$ cat config.mk
export PLATFORM = sky130hd
export DESIGN_NAME = can_txmb_ctrl
export DESIGN_NICKNAME = d
export VERILOG_FILES = /design/src/rtl/can_txmb_pkg.sv /design/src/rtl/can_txmb_age.sv /design/src/rtl/can_txmb_arb.sv /design/src/rtl/can_txmb_ctrl.sv
export SDC_FILE = /design/constraint.sdc
export NUM_CORES = 1
export LEC_CHECK = 0
export BUFFER_PORTS_ARGS = -buffer_cell sky130_fd_sc_hd__buf_4
export CAP_MARGIN = 20
export CELL_PAD_IN_SITES_DETAIL_PLACEMENT = 1
export CELL_PAD_IN_SITES_GLOBAL_PLACEMENT = 2
export CORE_MARGIN = 10
export CORE_UTILIZATION = 35
export DETAILED_ROUTE_END_ITERATION = 8
export PLACE_DENSITY_LB_ADDON = 0.1
export SLEW_MARGIN = 20
export SYNTH_ARGS = -nofsm -noshare
export SYNTH_HDL_FRONTEND = slang
export SYNTH_SLANG_ARGS = --single-unit
export TNS_END_PERCENT = 5
$ cat constraint.sdc
create_clock -name clk -period 5.2 [get_ports clk]
set_clock_uncertainty 0.05 [all_clocks]
set_input_delay 0.26 -clock clk [delete_from_list [all_inputs] [get_ports clk]]
set_output_delay 0.26 -clock clk [all_outputs]
set_load 0.1 [all_outputs]
$ cat src/rtl/can_txmb_pkg.sv
package can_txmb_pkg;
    localparam int MB_N        = 3;
    localparam int MB_IW       = 2;
    localparam int KEY_W       = 29;
    localparam int DLC_W       = 4;
    localparam int WORD_W      = 32;
    localparam int A_CTRL      = 0;
    localparam int A_STAT      = 1;
    localparam int A_MB_BASE   = 4;
    localparam int MB_STRIDE   = 4;
    localparam int W_ID        = 0;
    localparam int W_LEN       = 1;
    localparam int W_DLO       = 2;
    localparam int W_DHI       = 3;
    localparam int ST_STRIDE   = 8;
    localparam int ST_OK_OFS   = 1;
    localparam int ST_AB_OFS   = 7;
    localparam int ST_EMP_BASE = 26;

    typedef struct packed {
        logic [WORD_W-1:1] id;
        logic [DLC_W-1:0]  dlc;
        logic [WORD_W-1:0] dlo;
        logic [WORD_W-1:0] dhi;
    } mbox_t;

    typedef struct packed {
        logic             order_mode;
        logic             no_retx;
        logic             irq_en;
        logic [MB_N-1:0]  empty;
        logic [MB_N-1:0]  rqcp;
        logic [MB_N-1:0]  txok;
        logic [MB_N-1:0]  abrq;
        mbox_t [MB_N-1:0] mb;
        logic             busy;
        logic [MB_IW-1:0] cur;
    } ctl_st_t;
endpackage

$ cat src/rtl/can_txmb_age.sv
module can_txmb_age #(
    parameter int N = 3
) (
    input  logic                  clk,
    input  logic                  rst_n,
    input  logic [N-1:0]          set,
    output logic [N-1:0][N-1:0]   older
);
    logic [N-1:0][N-1:0] older_d, older_q;
    logic                conflict;

    always_comb begin
        older_d = older_q;
        for (int i = 0; i < N; i++) begin
            if (set[i]) begin
                for (int j = 0; j < N; j++) begin
                    if (j != i) begin
                        older_d[i][j] = 1'b0;
                        older_d[j][i] = 1'b1;
                    end
                end
            end
        end
    end

    always_ff @(posedge clk or negedge rst_n) begin
        if (!rst_n) older_q <= '0;
        else        older_q <= older_d;
    end

    assign older = older_q;

    always_comb begin
        conflict = 1'b0;
        for (int i = 0; i < N; i++)
            for (int j = 0; j < N; j++)
                if (older_q[i][j] && older_q[j][i]) conflict = 1'b1;
    end


    age_onehot_chk: assert property (@(posedge clk) disable iff (!rst_n) $onehot0(set));

    age_order_chk: assert property (@(posedge clk) disable iff (!rst_n) !conflict);
endmodule

$ cat src/rtl/can_txmb_arb.sv
module can_txmb_arb #(
    parameter int N     = 3,
    parameter int KW    = 29,
    localparam int IW   = (N > 1) ? $clog2(N) : 1
) (
    input  logic [N-1:0]          pend,
    input  logic [N-1:0][KW-1:0]  keys,
    input  logic [N-1:0][N-1:0]   older,
    input  logic                  order_mode,
    output logic                  gnt_vld,
    output logic [IW-1:0]         gnt_idx
);
    logic [KW-1:0] best;

    always_comb begin
        gnt_vld = 1'b0;
        gnt_idx = '0;
        best    = '0;
        for (int i = 0; i < N; i++) begin
            if (pend[i]) begin
                if (!gnt_vld || (order_mode ? older[i][gnt_idx] : (keys[i] < best))) begin
                    gnt_vld = 1'b1;
                    gnt_idx = IW'(i);
                    best    = keys[i];
                end
            end
        end
    end
endmodule

$ cat src/rtl/can_txmb_ctrl.sv
module can_txmb_ctrl
    import can_txmb_pkg::*;
#(
    parameter int ADDR_W = 4
) (
    input  logic                   clk,
    input  logic                   rst_n,
    input  logic                   reg_wr,
    input  logic [ADDR_W-1:0]      reg_addr,
    input  logic [WORD_W-1:0]      reg_wdata,
    output logic [WORD_W-1:0]      reg_rdata,
    output logic                   tx_req,
    output logic [MB_IW-1:0]       tx_mbox,
    output logic [WORD_W-1:0]      tx_ident,
    output logic [DLC_W-1:0]       tx_dlc,
    output logic [2*WORD_W-1:0]    tx_data,
    input  logic                   tx_done,
    input  logic                   tx_ok,
    output logic                   irq
);
    ctl_st_t                     st_d, st_q;
    logic [MB_N-1:0]             req_set;
    logic [MB_N-1:0][MB_N-1:0]   older;
    logic [MB_N-1:0][KEY_W-1:0]  keys;
    logic                        gnt_vld;
    logic [MB_IW-1:0]            gnt_idx;
    logic                        wr_stat;
    logic [WORD_W-1:0]           stat_w;
    mbox_t                       cur_mb;

    function automatic logic [ADDR_W-1:0] mb_addr(input int m, input int w);
        return ADDR_W'(A_MB_BASE + MB_STRIDE * m + w);
    endfunction

    always_comb begin
        stat_w = '0;
        for (int m = 0; m < MB_N; m++) begin
            stat_w[ST_STRIDE*m]             = st_q.rqcp[m];
            stat_w[ST_STRIDE*m + ST_OK_OFS] = st_q.txok[m];
            stat_w[ST_STRIDE*m + ST_AB_OFS] = st_q.abrq[m];
            stat_w[ST_EMP_BASE + m]         = st_q.empty[m];
        end
    end

    always_comb begin
        for (int m = 0; m < MB_N; m++) keys[m] = st_q.mb[m].id[WORD_W-1:3];
    end

    can_txmb_age #(.N(MB_N)) u_age (
        .clk   (clk),
        .rst_n (rst_n),
        .set   (req_set),
        .older (older)
    );

    can_txmb_arb #(.N(MB_N), .KW(KEY_W)) u_arb (
        .pend       (~st_q.empty),
        .keys       (keys),
        .older      (older),
        .order_mode (st_q.order_mode),
        .gnt_vld    (gnt_vld),
        .gnt_idx    (gnt_idx)
    );

    assign wr_stat = reg_wr && (reg_addr == ADDR_W'(A_STAT));

    always_comb begin
        st_d    = st_q;
        req_set = '0;
        // completion flags cleared by writing one
        if (wr_stat) begin
            for (int m = 0; m < MB_N; m++) begin
                if (reg_wdata[ST_STRIDE*m]) begin
                    st_d.rqcp[m] = 1'b0;
                    st_d.txok[m] = 1'b0;
                end
            end
        end
        // outcome of the attempt in flight
        if (st_q.busy && tx_done) begin
            st_d.busy = 1'b0;
            for (int m = 0; m < MB_N; m++) begin
                if (st_q.cur == MB_IW'(m)) begin
                    if (tx_ok || st_q.no_retx || st_q.abrq[m]) begin
                        st_d.rqcp[m]  = 1'b1;
                        st_d.txok[m]  = tx_ok;
                        st_d.empty[m] = 1'b1;
                        st_d.abrq[m]  = 1'b0;
                    end
                end
            end
        end
        // abort requests
        if (wr_stat) begin
            for (int m = 0; m < MB_N; m++) begin
                if (reg_wdata[ST_STRIDE*m + ST_AB_OFS] && !st_d.empty[m]) begin
                    if (st_q.busy && (st_q.cur == MB_IW'(m)) && !tx_done) begin
                        st_d.abrq[m] = 1'b1;
                    end else begin
                        st_d.rqcp[m]  = 1'b1;
                        st_d.txok[m]  = 1'b0;
                        st_d.empty[m] = 1'b1;
                        st_d.abrq[m]  = 1'b0;
                    end
                end
            end
        end
        // control word
        if (reg_wr && (reg_addr == ADDR_W'(A_CTRL))) begin
            st_d.order_mode = reg_wdata[0];
            st_d.no_retx    = reg_wdata[1];
            st_d.irq_en     = reg_wdata[2];
        end
        // mailbox words, accepted only while the mailbox is empty
        for (int m = 0; m < MB_N; m++) begin
            if (reg_wr && st_q.empty[m]) begin
                if (reg_addr == mb_addr(m, W_ID)) begin
                    st_d.mb[m].id = reg_wdata[WORD_W-1:1];
                    if (reg_wdata[0]) begin
                        st_d.empty[m] = 1'b0;
                        st_d.rqcp[m]  = 1'b0;
                        st_d.txok[m]  = 1'b0;
                        req_set[m]    = 1'b1;
                    end
                end
                if (reg_addr == mb_addr(m, W_LEN)) st_d.mb[m].dlc = reg_wdata[DLC_W-1:0];
                if (reg_addr == mb_addr(m, W_DLO)) st_d.mb[m].dlo = reg_wdata;
                if (reg_addr == mb_addr(m, W_DHI)) st_d.mb[m].dhi = reg_wdata;
            end
        end
        // hand the next mailbox to the transmitter
        if (!st_q.busy && gnt_vld) begin
            for (int m = 0; m < MB_N; m++) begin
                if (gnt_idx == MB_IW'(m) && !st_d.empty[m]) begin
                    st_d.busy = 1'b1;
                    st_d.cur  = gnt_idx;
                end
            end
        end
    end

    always_ff @(posedge clk or negedge rst_n) begin
        if (!rst_n) begin
            st_q       <= '0;
            st_q.empty <= '1;
        end else begin
            st_q <= st_d;
        end
    end

    always_comb begin
        cur_mb = st_q.mb[0];
        for (int m = 0; m < MB_N; m++)
            if (st_q.cur == MB_IW'(m)) cur_mb = st_q.mb[m];
    end

    assign tx_req   = st_q.busy;
    assign tx_mbox  = st_q.cur;
    assign tx_ident = {cur_mb.id, 1'b0};
    assign tx_dlc   = cur_mb.dlc;
    assign tx_data  = {cur_mb.dhi, cur_mb.dlo};
    assign irq      = st_q.irq_en && (|st_q.rqcp);

    always_comb begin
        reg_rdata = '0;
        if (reg_addr == ADDR_W'(A_CTRL))
            reg_rdata = {29'b0, st_q.irq_en, st_q.no_retx, st_q.order_mode};
        if (reg_addr == ADDR_W'(A_STAT))
            reg_rdata = stat_w;
        for (int m = 0; m < MB_N; m++) begin
            if (reg_addr == mb_addr(m, W_ID))  reg_rdata = {st_q.mb[m].id, ~st_q.empty[m]};
            if (reg_addr == mb_addr(m, W_LEN)) reg_rdata = {{(WORD_W-DLC_W){1'b0}}, st_q.mb[m].dlc};
            if (reg_addr == mb_addr(m, W_DLO)) reg_rdata = st_q.mb[m].dlo;
            if (reg_addr == mb_addr(m, W_DHI)) reg_rdata = st_q.mb[m].dhi;
        end
    end


    offer_held_chk: assert property (@(posedge clk) disable iff (!rst_n)
        (tx_req && !tx_done) |=> (tx_req && $stable(tx_mbox) && $stable(tx_ident)));

    offer_pending_chk: assert property (@(posedge clk) disable iff (!rst_n)
        tx_req |-> !st_q.empty[tx_mbox]);

    done_ok_chk: assert property (@(posedge clk) disable iff (!rst_n)
        (tx_req && tx_done && tx_ok) |=> (st_q.empty[$past(tx_mbox)] && st_q.txok[$past(tx_mbox)] && !tx_req));

    no_retx_chk: assert property (@(posedge clk) disable iff (!rst_n)
        (tx_req && tx_done && !tx_ok && st_q.no_retx) |=> (st_q.empty[$past(tx_mbox)] && !st_q.txok[$past(tx_mbox)]));

    done_empty_chk: assert property (@(posedge clk) disable iff (!rst_n)
        (st_q.rqcp & ~st_q.empty) == '0);

    irq_src_chk: assert property (@(posedge clk) disable iff (!rst_n)
        irq |-> (st_q.irq_en && (st_q.rqcp != '0)));
endmodule

==> flow_summary.toml <==
[logic_synthesis]
synth.distinct_cells = 59
synth_area_leader_cell = "dfrtp_1"
synthTopCellsByArea = "dfrtp_1 44%, mux2_2 19%, nor2_1 6.0%, ha_1 4.0%, o22ai_1 3.6%"
yosysMostFrequentCell = "dfrtp_1"
async_reset_ff_share_pct = 100
ys_warn_count = 0
synth_common_cells = "315 x dfrtp_1, 302 x mux2_2, 285 x nor2_1, 110 x clkbuf_1, 101 x o22ai_1"
ys_seq_area_share_pct = 44.9
syn_nets = 1807
synth-seq-cells = 318
synth_top_flop_cell = "dfrtp_1"
avgSynthCellArea_sq_um = 10.4
synth_edf_count = 0
syn_inst = 1710
synth_top_area_share_pct = 44.5
synthesis.area_sq_um = 17700

[critical_path]
reg2reg_from = "st_q[309]"
cp-end-kind = "register"
path_max_fanout = 11
r2r-end = "tx_mbox[1]"
timing_worst_setup_path_type = "reg -> reg"
regToRegSetupSlack_ns = 0.21
required_ns = 5.64
cp.arrival_ns = 5.44
startpoint_type = "register"
reg2regPathDepth = 21

[hold_path]
hold-path-cell-count = 3
worstHoldStart = "tx_ok"
hp-class = "in -> reg"
whs_endpoint = "st_q[305]"

[clocking]
h-tree-depth = 2
cts_buffers = 40
cts-root-buf = "clkbuf_16"
clockBufferDepth = 3
path_clk_slew_ns = 0.06
clock_latency_ns = 0.57
clock-sinks = 318
cts_tree = "yes"

[timing]
clock.fmax_mhz = 200
setup-violations-final = 0
fin_crit_sh_pct = 96.0
maxSlewHeadroom_pct = 26.6
drv_slew = 0
holdWs_ns = 0.0354
setup_tns_ns = 0
finalHoldViolCount = 0
worst_pin_slew_ns = 1.10
setup_ws_ns = 0.207
fin_crit_ns = 4.99

[floorplanning]
io_pins = 177
initial_utilization_pct = 35.4
rows = 82
die_y_um = 245
die_x_um = 245
core_area_sq_um = 50100
dieArea_sq_um = 60000

[drt]
drtAntennaViolNets = 0
wl_met2_mm = 34.7
drt_iter0_markers = 1121
drt_pre_antenna_iters = 5
vias_per_cell = 5.82
wl_per_cell_um = 27.9
wl_met3_mm = 3.29
via_count = 15056
top_layer_used = "met4"
wl_met1_mm = 32.9
drt-total-wl_mm = 72.3
drc_errors = 0

[global_route]
grt_pass1_wl_mm = 107
grt_max_degree = 157
grt_usage_pct = 23.6
first_global_vias = 16043
grt.overflow.total = 0
grt_antenna_before_repair = 1

[final_layout]
antenna_cells = 0
design_area_sq_um = 21800
nNetsFinal = 1987
syn2layout_area_growth_pct = 23.1
fill_cells = 5558
drive_gt1_share_pct = 33.9

[place]
hpwl_mm = 47.5
pre_cts_ws_ns = -0.0986
placed_cell_area_sq_um = 20000
gp_congestion = 0.845
io_buffers = 175

[status]
status = "complete, no violations"

[run]
cap_violations = 0
==> logic make-up (layout without fill, tap and decap cells) <==
group / Yosys count / in the layout / synth area share [%]
simple gates: 458 / 458 / 11.3
compound gates: 422 / 422 / 16.3
mux: 323 / 323 / 20.5
flops: 318 / 318 / 44.9
buf+inv: 132 / 337 / 2.90
fa+ha+maj: 56 / 56 / 3.95
other cells: 1 / 1 / 0.0212
==> placed cells by master (no fill, tap or decap), types with 45 or more instances in the layout <==
cell,n
a21oi_1,79
a221oi_1,46
a22o_1,45
buf_4,224
dfrtp_1,315
ha_1,53
mux2_2,302
nand2_1,60
nor2_1,273
o22ai_1,101
==> critical path, stage by stage, from the launching register on <==
cell and delay, ns:
dfstp_4 0.48, buf_12 0.14, nand2b_1 0.16, ha_1 0.37, nand4_4 0.15, nor4_4 0.33, a22oi_2 0.08, and4b_4 0.20
a221o_1 0.34, nor2b_4 0.17, buf_12 0.17, a22oi_1 0.21, ha_1 0.30, a21oi_2 0.13, o21ai_1 0.09, o2111ai_1 0.11
a31oi_1 0.13, or4b_2 0.65, a21oi_2 0.13, a22o_1 0.20, a221o_1 0.17, a21boi_1 0.15
==> per-stage QoR <==
step	util, %	instances
floorplan	-	1710
global placement	40.0	2484
detailed placement	40.0	2484
CTS	43.2	2581
global route	43.6	2587
finish	43.6	2587
==> layer usage <==
metal | vias up | GRT usage (%)
li1 | 6720 | -
met1 | 7913 | 31.6
met2 | 346 | 39.3
met3 | 77 | 3.41
met4 | 0 | 5.86
met5 | - | 0
==> sequential cells by signal, indices dropped and copies added (netlist names) <==
register	cells
tx_mbox	2
tx_req	1
u_age.older	3
keys	87
st_q	225
==> what timing repair did <==
item | CTS | global route
buffers inserted | 0 | 6
pin swaps | 0 | 12
gates resized for setup | 2 | 25
hold buffers | 30 | 0
gates cloned | 0 | 0
hold endpoints to repair | 323 | 0
endpoints found under the setup margin | 3 | 3
==> layout make-up <==
class                   instances  area [sq um]  share of cell area, %
clock inverters                14           173                  0.792
well taps                     672           841                   3.85
clock buffers                  53          1130                   5.18
inverters                       5          18.8                 0.0860
repair buffers                265          2190                   10.0
flip-flops and latches        318          7970                   36.5
multi-input cells            1260          9500                   43.5
==> how the worst max path moves through the flow <==
stage	from	end	slack, ns	cells past startpoint
floorplan	st_q[309]	tx_mbox[0]	0.09	25
global placement	st_q[309]	tx_mbox[0]	0.05	19
detailed placement	st_q[309]	tx_mbox[1]	-0.1	19
CTS	st_q[309]	tx_mbox[1]	0.02	19
global route	st_q[309]	tx_mbox[1]	-0.04	21
finish	st_q[309]	tx_mbox[1]	0.21	21
Power is left out: the tool's default activity adds up to more than one toggle a clock period on the data nets, which glitch-free logic cannot reach.
